===== src/rtl/rdrl_pkg.sv =====
`timescale 1ns/1ps
package rdrl_pkg;

   // How a spacing code maps to an idle-cycle count.
   typedef enum logic [0:0] {
      GAP_EXP = 1'b0,   // code k -> 2^(k+BASE_SHIFT), code 0 -> 0
      GAP_LIN = 1'b1    // code k -> k*LIN_STEP
   } gap_enc_e;

   function automatic int unsigned gap_of(int unsigned code, gap_enc_e enc,
                                          int unsigned base_shift,
                                          int unsigned lin_step);
      if (code == 0) return 0;
      if (enc == GAP_EXP) return 32'd1 << (code + base_shift);
      return code * lin_step;
   endfunction

endpackage


===== src/rtl/rdrl_gap_decode.sv =====
`timescale 1ns/1ps
module rdrl_gap_decode
   import rdrl_pkg::*;
#(
   parameter int unsigned RATE_W     = 3,
   parameter int unsigned CNT_W      = 9,
   parameter gap_enc_e    ENC        = GAP_EXP,
   parameter int unsigned BASE_SHIFT = 1,
   parameter int unsigned LIN_STEP   = 4
) (
   input  logic [RATE_W-1:0] rate_i,
   output logic [CNT_W-1:0]  gap_o
);
   localparam int unsigned NCODE = 1 << RATE_W;

   generate
      if (ENC == GAP_EXP) begin : g_exp
         logic [CNT_W-1:0] tbl [NCODE];
         for (genvar g = 0; g < NCODE; g++) begin : g_ent
            assign tbl[g] = CNT_W'(gap_of(g, ENC, BASE_SHIFT, LIN_STEP));
         end
         assign gap_o = tbl[rate_i];
      end else begin : g_lin
         assign gap_o = CNT_W'(rate_i) * CNT_W'(LIN_STEP);
      end
   endgenerate

endmodule


===== src/rtl/rdrl_gap_timer.sv =====
`timescale 1ns/1ps
module rdrl_gap_timer #(
   parameter int unsigned CNT_W   = 9,
   parameter int unsigned MAX_GAP = 256
) (
   input  logic             clk,
   input  logic             rst_n,
   input  logic             load_i,
   input  logic             clear_i,
   input  logic [CNT_W-1:0] load_val_i,
   output logic             busy_o
);
   logic [CNT_W-1:0] cnt_q;

   // A handshake reloads the counter; the start strobe drops it.
   always_ff @(posedge clk or negedge rst_n) begin
      if (!rst_n)              cnt_q <= '0;
      else if (load_i)         cnt_q <= load_val_i;
      else if (clear_i)        cnt_q <= '0;
      else if (cnt_q != '0)    cnt_q <= cnt_q - 1'b1;
   end

   assign busy_o = (cnt_q != '0);


   cnt_bound_chk: assert property (@(posedge clk) disable iff (!rst_n)
      cnt_q <= CNT_W'(MAX_GAP));


   cnt_step_chk: assert property (@(posedge clk) disable iff (!rst_n)
      (cnt_q != '0) && !load_i && !clear_i |=> cnt_q == $past(cnt_q) - 1'b1);

endmodule


===== src/rtl/rdrl_rd_gate.sv =====
`timescale 1ns/1ps
module rdrl_rd_gate #(
   parameter int unsigned CMD_W     = 32,
   parameter bit          MASK_IDLE = 1'b0
) (
   input  logic             clk,
   input  logic             rst_n,
   input  logic             hold_i,
   input  logic             up_valid_i,
   output logic             up_ready_o,
   input  logic [CMD_W-1:0] up_cmd_i,
   output logic             dn_valid_o,
   input  logic             dn_ready_i,
   output logic [CMD_W-1:0] dn_cmd_o,
   output logic             fire_o
);
   assign dn_valid_o = up_valid_i & ~hold_i;
   assign up_ready_o = dn_ready_i & ~hold_i;
   assign fire_o     = dn_valid_o & dn_ready_i;

   generate
      if (MASK_IDLE) begin : g_mask
         assign dn_cmd_o = dn_valid_o ? up_cmd_i : '0;
      end else begin : g_pass
         assign dn_cmd_o = up_cmd_i;
      end
   endgenerate


   rd_src_chk: assert property (@(posedge clk) disable iff (!rst_n)
      dn_valid_o |-> up_valid_i);


   rd_cmd_chk: assert property (@(posedge clk) disable iff (!rst_n)
      dn_valid_o |-> dn_cmd_o == up_cmd_i);

endmodule


===== src/rtl/rdrl_wr_pass.sv =====
`timescale 1ns/1ps
module rdrl_wr_pass #(
   parameter int unsigned CMD_W = 32
) (
   input  logic             clk,
   input  logic             rst_n,
   input  logic             up_valid_i,
   output logic             up_ready_o,
   input  logic [CMD_W-1:0] up_cmd_i,
   output logic             dn_valid_o,
   input  logic             dn_ready_i,
   output logic [CMD_W-1:0] dn_cmd_o
);
   assign dn_valid_o = up_valid_i;
   assign up_ready_o = dn_ready_i;
   assign dn_cmd_o   = up_cmd_i;


   wr_flow_chk: assert property (@(posedge clk) disable iff (!rst_n)
      up_valid_i && dn_ready_i |-> dn_valid_o && up_ready_o && dn_cmd_o == up_cmd_i);

endmodule


===== src/rtl/rdrl_read_throttle.sv =====
`timescale 1ns/1ps
module rdrl_read_throttle
   import rdrl_pkg::*;
#(
   parameter int unsigned RATE_W     = 3,
   parameter int unsigned RD_CMD_W   = 32,
   parameter int unsigned WR_CMD_W   = 32,
   parameter gap_enc_e    ENC        = GAP_EXP,
   parameter int unsigned BASE_SHIFT = 1,
   parameter int unsigned LIN_STEP   = 4,
   parameter bit          MASK_IDLE  = 1'b0
) (
   input  logic                clk,
   input  logic                rst_n,
   input  logic [RATE_W-1:0]   rate_sel_i,
   input  logic                xfer_start_i,
   input  logic                up_rd_valid_i,
   output logic                up_rd_ready_o,
   input  logic [RD_CMD_W-1:0] up_rd_cmd_i,
   output logic                dn_rd_valid_o,
   input  logic                dn_rd_ready_i,
   output logic [RD_CMD_W-1:0] dn_rd_cmd_o,
   input  logic                up_wr_valid_i,
   output logic                up_wr_ready_o,
   input  logic [WR_CMD_W-1:0] up_wr_cmd_i,
   output logic                dn_wr_valid_o,
   input  logic                dn_wr_ready_i,
   output logic [WR_CMD_W-1:0] dn_wr_cmd_o
);
   localparam int unsigned NCODE   = 1 << RATE_W;
   localparam int unsigned MAX_GAP = gap_of(NCODE - 1, ENC, BASE_SHIFT, LIN_STEP);
   localparam int unsigned CNT_W   = (MAX_GAP < 2) ? 1 : $clog2(MAX_GAP + 1);

   generate
      if (RATE_W < 1 || RATE_W > 5) begin : g_bad_rate_w
         $error("rdrl_read_throttle: RATE_W must be within 1..5");
      end
      if (ENC == GAP_EXP && (NCODE - 1 + BASE_SHIFT) > 20) begin : g_bad_shift
         $error("rdrl_read_throttle: largest spacing too wide");
      end
      if (RD_CMD_W < 1 || WR_CMD_W < 1) begin : g_bad_cmd_w
         $error("rdrl_read_throttle: command widths must be positive");
      end
   endgenerate

   logic [CNT_W-1:0] load_gap;
   logic             gap_busy;
   logic             rd_hold;
   logic             rd_fire;

   rdrl_gap_decode #(
      .RATE_W(RATE_W), .CNT_W(CNT_W), .ENC(ENC),
      .BASE_SHIFT(BASE_SHIFT), .LIN_STEP(LIN_STEP)
   ) decode_i (
      .rate_i (rate_sel_i),
      .gap_o  (load_gap)
   );

   rdrl_gap_timer #(
      .CNT_W(CNT_W), .MAX_GAP(MAX_GAP)
   ) timer_i (
      .clk        (clk),
      .rst_n      (rst_n),
      .load_i     (rd_fire),
      .clear_i    (xfer_start_i),
      .load_val_i (load_gap),
      .busy_o     (gap_busy)
   );

   // The start strobe opens the path in its own cycle.
   assign rd_hold = gap_busy & ~xfer_start_i;

   rdrl_rd_gate #(
      .CMD_W(RD_CMD_W), .MASK_IDLE(MASK_IDLE)
   ) rd_gate_i (
      .clk        (clk),
      .rst_n      (rst_n),
      .hold_i     (rd_hold),
      .up_valid_i (up_rd_valid_i),
      .up_ready_o (up_rd_ready_o),
      .up_cmd_i   (up_rd_cmd_i),
      .dn_valid_o (dn_rd_valid_o),
      .dn_ready_i (dn_rd_ready_i),
      .dn_cmd_o   (dn_rd_cmd_o),
      .fire_o     (rd_fire)
   );

   rdrl_wr_pass #(
      .CMD_W(WR_CMD_W)
   ) wr_pass_i (
      .clk        (clk),
      .rst_n      (rst_n),
      .up_valid_i (up_wr_valid_i),
      .up_ready_o (up_wr_ready_o),
      .up_cmd_i   (up_wr_cmd_i),
      .dn_valid_o (dn_wr_valid_o),
      .dn_ready_i (dn_wr_ready_i),
      .dn_cmd_o   (dn_wr_cmd_o)
   );


   gap_hold_chk: assert property (@(posedge clk) disable iff (!rst_n)
      rd_fire && (load_gap != '0) |=> xfer_start_i || (!dn_rd_valid_o && !up_rd_ready_o));


   start_open_chk: assert property (@(posedge clk) disable iff (!rst_n)
      xfer_start_i && up_rd_valid_i |-> dn_rd_valid_o);


   zero_rate_chk: assert property (@(posedge clk) disable iff (!rst_n)
      rd_fire && (rate_sel_i == '0) |=> !gap_busy);


   start_fire_chk: assert property (@(posedge clk) disable iff (!rst_n)
      rd_fire && xfer_start_i && (load_gap != '0) |=> gap_busy);

endmodule


===== config.mk =====
export PLATFORM = sky130hd
export DESIGN_NAME = rdrl_read_throttle
export DESIGN_NICKNAME = d
export VERILOG_FILES = /design/src/rtl/rdrl_pkg.sv /design/src/rtl/rdrl_gap_decode.sv /design/src/rtl/rdrl_gap_timer.sv /design/src/rtl/rdrl_rd_gate.sv /design/src/rtl/rdrl_wr_pass.sv /design/src/rtl/rdrl_read_throttle.sv
export SDC_FILE = /design/constraint.sdc
export NUM_CORES = 1
export LEC_CHECK = 0
export BUFFER_PORTS_ARGS = -buffer_cell sky130_fd_sc_hd__buf_2
export CAP_MARGIN = 5
export CORE_AREA = 2 2 61 63
export DETAILED_ROUTE_END_ITERATION = 12
export DIE_AREA = 0 0 63 65
export PLACE_DENSITY = 0.81
export REMOVE_ABC_BUFFERS = 1
export SKIP_CTS_REPAIR_TIMING = 1
export SYNTH_ARGS = -nofsm -noshare
export SYNTH_HDL_FRONTEND = slang
export SYNTH_SLANG_ARGS = --single-unit

===== constraint.sdc =====
create_clock -name clk -period 2.4 [get_ports clk]
set_clock_uncertainty 0.1 [all_clocks]
set_input_delay 0.24 -clock clk [delete_from_list [all_inputs] [get_ports clk]]
set_output_delay 0.24 -clock clk [all_outputs]
set_load 0.05 [all_outputs]

**Word level (Yosys, flattened, before mapping)**

Memories as Yosys holds them, arrays and structs flattened.
Index checks and enable logic that the tools add are counted.
W data, S select, Z words.

- Div/mod/pow operators: 0
- Order comparisons: 1
- Bitwise gates (word level): 7
- Shift operators: 0
- Equal/unequal tests: 0
- Multiplexer cells: 5
- Add/subtract/negate cells: 1
- Reduce and logical (&&, ||, !) cells: 2
- Multipliers: 0

Operators by type and width:

| operator | count |
|---|---|
| $mux W9 | 5 |
| $reduce_bool A9 Y1 | 1 |
| $sub A9 B1 Y9 const B | 1 |
| $and A1 B1 Y1 | 4 |
| $ge A4 B4 Y1 const B | 1 |
| $not A3 Y4 | 1 |
| $reduce_bool A3 Y1 | 1 |
| $not A1 Y1 | 2 |

- Bits in read-only memories: 72
- Flip-flop bits (word level): 9
- Input port bits: 74
- Output and inout port bits: 68
- Latch bits: 0
- Memory bits (writable): 0
- Memories: 1

Memory list:

| name | depth | bits a word | read ports | clocked after memory_dff | wr ports | line | RTL |
|---|---|---|---|---|---|---|---|
| (no name shown) | 8 | 9 | 1 | 0 | 0 | rdrl_gap_decode.sv:22 | `assign gap_o = tbl[rate_i];` |

**Depth between registers and ports, before layout**

Gate-level depths: netlist of the first run.

- Depth in word-level cells: 6
- Mapped depth: 7

**Modules after synthesis**

A second synthesis of the first run with hierarchy kept.

- Cells, all modules: 140
- Area, all modules: 1162.4 um2

Modules (own cells, without submodules):

| module | instances | area an instance (um2) | cells each |
|---|---|---|---|
| rdrl_gap_timer | 1 | 553.0 | 60 |
| rdrl_rd_gate | 1 | 261.5 | 35 |
| rdrl_wr_pass | 1 | 255.2 | 34 |
| rdrl_gap_decode | 1 | 78.8 | 10 |
| rdrl_read_throttle | 1 | 13.8 | 1 |

**Worst setup path before layout of the first run**

No wires, ideal clock.

- Path kind: register -> output
- From: register timer_i.cnt_q[0]
- To: output port dn_rd_valid_o
- Buffers on the path: 1
- Stages on the path, launching flop included: 7
- Data required time: 2060 ps
- Arrival time: 2025 ps
- Path slack: 35 ps
- Cell sequence: dfrtp_1 inv_1 ha_1 nor4b_1 a21oi_1 buf_2 nor2b_1

- Cells in the longest elaborated chain, start to end: 4

Ends and longest elaborated chain:

| element | line | RTL |
|---|---|---|
| from (decl) | rdrl_gap_timer.sv:13 | `logic [CNT_W-1:0] cnt_q;` |
| from (signal assigned) | rdrl_gap_timer.sv:18 | `else if (load_i) cnt_q <= load_val_i;` |
| from (signal assigned) | rdrl_gap_timer.sv:20 | `else if (cnt_q != '0) cnt_q <= cnt_q - 1'b1;` |
| $reduce_bool A9 Y1 | rdrl_gap_timer.sv:23 | `assign busy_o = (cnt_q != '0);` |
| $and A1 B1 Y1 | rdrl_read_throttle.sv:71 | `assign rd_hold = gap_busy & ~xfer_start_i;` |
| $not A1 Y1 | rdrl_rd_gate.sv:17 | `assign dn_valid_o = up_valid_i & ~hold_i;` |
| $and A1 B1 Y1 | rdrl_rd_gate.sv:17 |  |
| to (decl) | rdrl_read_throttle.sv:20 | `output logic dn_rd_valid_o,` |

No other way between the ends.

**Worst setup path in the final report of the first run**

- From: register timer_i.cnt_q[0]
- To: output port up_rd_ready_o

- Cells in the longest elaborated chain, start to end: 4

Ends and longest elaborated chain:

| element | line | RTL |
|---|---|---|
| $reduce_bool A9 Y1 | rdrl_gap_timer.sv:23 |  |
| $and A1 B1 Y1 | rdrl_read_throttle.sv:71 |  |
| $not A1 Y1 | rdrl_rd_gate.sv:18 | `assign up_ready_o = dn_ready_i & ~hold_i;` |
| $and A1 B1 Y1 | rdrl_rd_gate.sv:18 |  |
| to (decl) | rdrl_read_throttle.sv:18 | `output logic up_rd_ready_o,` |

No other way between the ends.

==> results of run 1 <==
==> cell type report <==
| class | instances | area share |
|---|---|---|
| clock buffers | 4 | 0.0361 |
| flip-flops and latches | 9 | 0.310 |
| multi-input cells | 50 | 0.470 |
| well taps | 48 | 0.0826 |
| repair buffers | 11 | 0.0861 |
| inverters | 3 | 0.0155 |
==> cells in the final DEF (no fill, tap or decap), drive strengths merged, types with 2 or more instances in the layout <==
cell	count
nor3	2
dfrtp	9
nand3	3
nor4b	2
o32ai	2
nor2	4
o21ai	2
clkbuf	4
nor2b	3
inv	3
nand2	6
nand2b	3
a31oi	2
nor4	3
a21oi	3
xor2	4
buf	10
==> where the power goes <==
| part | internal [mW] | total, mW | switching [mW] |
|---|---|---|---|
| Clock | 0.0643 | 0.121 | 0.0568 |
| Combinational | 0.227 | 0.491 | 0.264 |
| Sequential | 0.213 | 0.305 | 0.0921 |
| Total | 0.505 | 0.918 | 0.413 |
==> cell families after synthesis <==
logic type | count (synthesis)
multiplexers | 1
flip-flops | 9
AO/OA/AOI/OAI | 15
AND/OR/NAND/NOR | 29
buffers and inverters | 70
XOR/XNOR | 4
adder cells (fa/ha/maj) | 1
==> stage by stage <==
step | area, µm² | instances | setup TNS [ns] | worst slack [ns]
floorplan | 572 | 62 | 0 | 0.0382
global route | 727 | 125 | -0.0811 | -0.0422
CTS | 711 | 124 | 0 | 0.0454
global placement | 684 | 120 | 0 | 0.418
finish | 727 | 125 | 0 | 0.0948
detailed placement | 684 | 120 | 0 | 0.333
==> worst register-to-register path: cells and delay by family (launching register included) <==
family	cells	cell delay [ns]
fa+ha+maj	1	0.25
simple gates	1	0.19
compound gates	3	0.75
buf+inv	2	0.33
flops	1	0.41
==> layer usage <==
layer,GRT usage,share of wire
met5,0.139,0.0038
met4,0.139,0.039
met3,0.462,0.32
met2,0.551,0.53
met1,0.0832,0.11
==> final timing paths <==
check | from | to | slack [ns] | depth (start not counted)
max in group asynchronous | rst_n | timer_i.cnt_q[7]$_DFFE_PN0P_ | 1.74 | 2
worst max register to register | timer_i.cnt_q[0]$_DFFE_PN0P_ | timer_i.cnt_q[4]$_DFFE_PN0P_ | 0.29 | 7
worst min-delay path | xfer_start_i | timer_i.cnt_q[0]$_DFFE_PN0P_ | 0.07 | 2
worst max-delay path | timer_i.cnt_q[0]$_DFFE_PN0P_ | up_rd_ready_o | 0.09 | 6
min in group asynchronous | rst_n | timer_i.cnt_q[6]$_DFFE_PN0P_ | 0.27 | 2
worst min register to register | timer_i.cnt_q[1]$_DFFE_PN0P_ | timer_i.cnt_q[1]$_DFFE_PN0P_ | 0.51 | 2
==> results.toml, run 1 <==
[synth]
syn_area_um2 = 1070
ys_top_cells_by_area = "buf_4 (46%), dfrtp_1 (21%), xor2_1 (3.3%)"
synth_mux_area_frac = 0.00933
synth.avg_cell_area_um2 = 8.31
synth-seq-cells = 9
synth_top_area_frac = 0.462
synth-simple-area-share = 0.166
syn-instance-count = 129
async_flop_share = 1.00
synth_compound_area_frac = 0.0933
yosysMostFrequentCell = "buf_4"
yosys-top-cells-count = "buf_4 (66), dfrtp_1 (9), nand2_1 (6)"
synth.yosys.seq_area_share = 0.210
synth_xor_area_frac = 0.0327
ys.flop_type = "dfrtp_1"
ys_types = 29
synth_top_family_by_area = "buffers and inverters"
yosys_warnings = 0
synth_largest_area_cell = "buf_4"
yosys.area_share.adder = 0.0117
synth-edff-count = 0

[die]
start_util = 0.307
die_h_um = 65
die_w_um = 63
die_area_um2 = 4100
core_area_um2 = 3500
rows = 22
ios = 142

[setup_path]
critPathCaptureType = "primary output"
cp.arrival_ns = 1.97
critPathSlowestCell = "dfrtp_1"
crit_required_ns = 2.06
cp.buffers_inverters = 2
max_stage_delay_ns = 0.42
startpoint_type = "flip-flop"
crit_fanout = 6
crit_path_cell_trace = "inv_1 > ha_1 > nor4b_2 > a21oi_1 > nor2b_1 > buf_2"
critPathTopFamily = "simple AND/OR/NAND/NOR gates"
path_class = "reg2out"

[timing]
fin_crit_sh = 0.960
max_freq_ghz = 0.434
finalMaxSlewViolations = 0
worst_pin_slew_ns = 0.501
setup-violations-final = 0
maxSlewHeadroom = 0.666
hold_viol = 0
layout_min_cycle_time_ns = 2.31
hold_ws_ns = 0.0652

[global_route]
grt_remaining_overflow = 0
antenna_found_initial = 0
grt_first_pass_wirelength_mm = 7.59
grt_max_degree = 10
grt_usage = 0.303
first_global_vias = 652

[pwr]
ir_drop_uv = 476
powerDensity_nw_per_um2 = 1260
total_power_uw = 918
p_leak_nw = 0.320

[final_layout]
fillers = 399
top_register = "timer_i.cnt_q"
diodes = 0
multiInputGateArea_um2 = 342
nNetsFinal = 153
drive_gt1_frac = 0.221
final_core_util = 0.208
largest_registers = "timer_i.cnt_q x9"
largest_reg_flops = 9
regArea_um2 = 225
area_delta_synth_final_pct = -32.2

[cts]
cts_root_buffer = "clkbuf_4"
clk_pin_slew_ns = 0.06
clkSinkCount = 9
cts.htree.levels = 1
clk_latency_ns = 0.27
cts_buffer_depth = 2
cts_tree = "done"
numCtsBuffers = 3

[job]
maxCapViolCount = 0

[detailed_routing]
wl_per_cell_um = 50.7
drt_iter0_markers = 39
wl_mm = 6.34
postRouteAntennaNets = 0
drt_pre_antenna_iters = 4
remaining_drc_errors = 0
vias_per_cell = 5.60
route.vias.total = 700

[placement]
hpwlAfterDp_mm = 5.90
io_buffers = 9
place.gp.congestion = 1.12

[run_status]
status = "finished, final reports clean"

[min_path]
hp-class = "in2reg"
Power figures use the tool's default switching activity.
==> run 2, diff against run 1 <==
--- a/config.mk
+++ b/config.mk
@@ -5,12 +5,12 @@
 export SDC_FILE = /design/constraint.sdc
 export NUM_CORES = 1
 export LEC_CHECK = 0
-export BUFFER_PORTS_ARGS = -buffer_cell sky130_fd_sc_hd__buf_2
+export BUFFER_PORTS_ARGS = -buffer_cell sky130_fd_sc_hd__buf_4
 export CAP_MARGIN = 5
-export CORE_AREA = 2 2 61 63
+export CORE_AREA = 2 2 65 67
 export DETAILED_ROUTE_END_ITERATION = 12
-export DIE_AREA = 0 0 63 65
-export PLACE_DENSITY = 0.81
+export DIE_AREA = 0 0 67 69
+export PLACE_DENSITY = 0.75
 export REMOVE_ABC_BUFFERS = 1
 export SKIP_CTS_REPAIR_TIMING = 1
 export SYNTH_ARGS = -nofsm -noshare
==> constraint.sdc (replaced) <==
create_clock -name clk -period 2.1 [get_ports clk]
set_clock_uncertainty 0.1 [all_clocks]
set_input_delay 0.21 -clock clk [delete_from_list [all_inputs] [get_ports clk]]
set_output_delay 0.21 -clock clk [all_outputs]
set_load 0.05 [all_outputs]
==> results.toml, run 2 (same netlist as run 1, synthesis figures left out) <==
[cts]
cts_tree = "done"
cts.htree.levels = 1
numCtsBuffers = 3
cts_buffer_depth = 2
cts_root_buffer = "clkbuf_8"
clk_latency_ns = 0.23
clkSinkCount = 9
clk_pin_slew_ns = 0.04

[die]
start_util = 0.274
ios = 142
rows = 23
core_area_um2 = 3910
die_area_um2 = 4620
die_h_um = 69
die_w_um = 67

[run_status]
status = "finished, final reports clean"

[setup_path]
crit_required_ns = 1.79
path_class = "reg2out"
crit_fanout = 8
startpoint_type = "flip-flop"
cp.arrival_ns = 1.69
r2r_cells = 6
critPathCaptureType = "primary output"

[timing]
setup-violations-final = 0
worst_pin_slew_ns = 0.404
hold_viol = 0
fin_crit_sh = 0.954
setup_tns_ns = 0
finalMaxSlewViolations = 0
layout_min_cycle_time_ns = 2.00
maxSlewHeadroom = 0.728
max_freq_ghz = 0.499

[detailed_routing]
drt_iter0_markers = 30
route.vias.total = 647
wl_per_cell_um = 49.7
postRouteAntennaNets = 0
drt_pre_antenna_iters = 4
wl_mm = 6.36
remaining_drc_errors = 0
vias_per_cell = 5.05

[pwr]
powerDensity_nw_per_um2 = 1460
combPwrFrac = 0.541
switchingPower_uw = 503
p_sw_frac = 0.420
p_leak_nw = 0.351
intPower_uw = 694
p_seq_frac = 0.294
ir_drop_uv = 580
power_frac_clock = 0.165

[final_layout]
area_delta_synth_final_pct = -23.6
top_register = "timer_i.cnt_q"
fillers = 453
layout_common_cells = "buf_4 (9), dfrtp_1 (9), nand2_1 (6), nor2_1 (4), xor2_1 (4)"
final_cells = 128
diodes = 0
nNetsFinal = 154
largest_registers = "timer_i.cnt_q x9"
drive_gt1_frac = 0.295
largest_reg_flops = 9

[global_route]
antenna_found_initial = 0
grt_remaining_overflow = 0
first_global_vias = 668
grt_first_pass_wirelength_mm = 7.53
grt_max_degree = 10
grt_usage = 0.268

[min_path]
holdPathStages = 2
hp-class = "in2reg"

[placement]
placedCellCount = 123
hpwlAfterDp_mm = 5.92
place.gp.congestion = 0.911
io_buffers = 9

[job]
maxCapViolCount = 0
run 2: critical path: stages, from the launching register on:
cell and delay, ns:
dfrtp_1 0.40, inv_1 0.09, ha_2 0.22, nor4b_4 0.27, a21oi_4 0.14, nor2b_2 0.16, buf_6 0.17
run 2: final timing paths:
path / start / slack [ns] / to
max in group asynchronous: rst_n / 1.52 / timer_i.cnt_q[1]$_DFFE_PN0P_
setup reg to reg: timer_i.cnt_q[0]$_DFFE_PN0P_ / 0.16 / timer_i.cnt_q[0]$_DFFE_PN0P_
setup / recovery: timer_i.cnt_q[0]$_DFFE_PN0P_ / 0.1 / up_rd_ready_o
hold / removal: xfer_start_i / 0.08 / timer_i.cnt_q[0]$_DFFE_PN0P_
hold reg to reg: timer_i.cnt_q[0]$_DFFE_PN0P_ / 0.49 / timer_i.cnt_q[0]$_DFFE_PN0P_
min in group asynchronous: rst_n / 0.25 / timer_i.cnt_q[0]$_DFFE_PN0P_
run 2: power groups by stage:
stage / combinational (mW) / sequential, mW / clock (mW)
after floorplan: 0.437 / 0.319 / 0
after global placement: 0.560 / 0.336 / 0
after detailed placement: 0.565 / 0.337 / 0
after CTS: 0.575 / 0.334 / 0.202
after global routing: 0.726 / 0.366 / 0.214
final: 0.647 / 0.352 / 0.198
run 2: cell type report:
type / count / area [µm²] / share of cell area
clock buffer: 4 / 45.0 / 0.0550
inverter: 3 / 11.3 / 0.0137
multi-input combinational: 50 / 375 / 0.458
sequential: 9 / 225 / 0.275
tap: 50 / 62.6 / 0.0763
timing repair buffer: 12 / 100 / 0.122
run 2: through the flow:
| step | utilization | power [mW] | hold slack, ns | worst slack, ns | area (µm²) |
|---|---|---|---|---|---|
| after floorplan | - | 0.756 | -0.186 | -0.232 | 572 |
| after detailed placement | 0.183 | 0.901 | -0.0609 | 0.0578 | 717 |
| after global placement | 0.183 | 0.896 | -0.0588 | 0.144 | 717 |
| final | 0.209 | 1.20 | 0.0809 | 0.0959 | 820 |
| after CTS | 0.195 | 1.11 | -0.309 | -0.150 | 762 |
| after global routing | 0.209 | 1.31 | 0.0900 | -0.0463 | 820 |
run 2: metal layers:
layer  share of wire  GRT usage
met5               0     0.0375
met4           0.033     0.0998
met3            0.35      0.418
met2            0.51      0.465
met1            0.11     0.0885
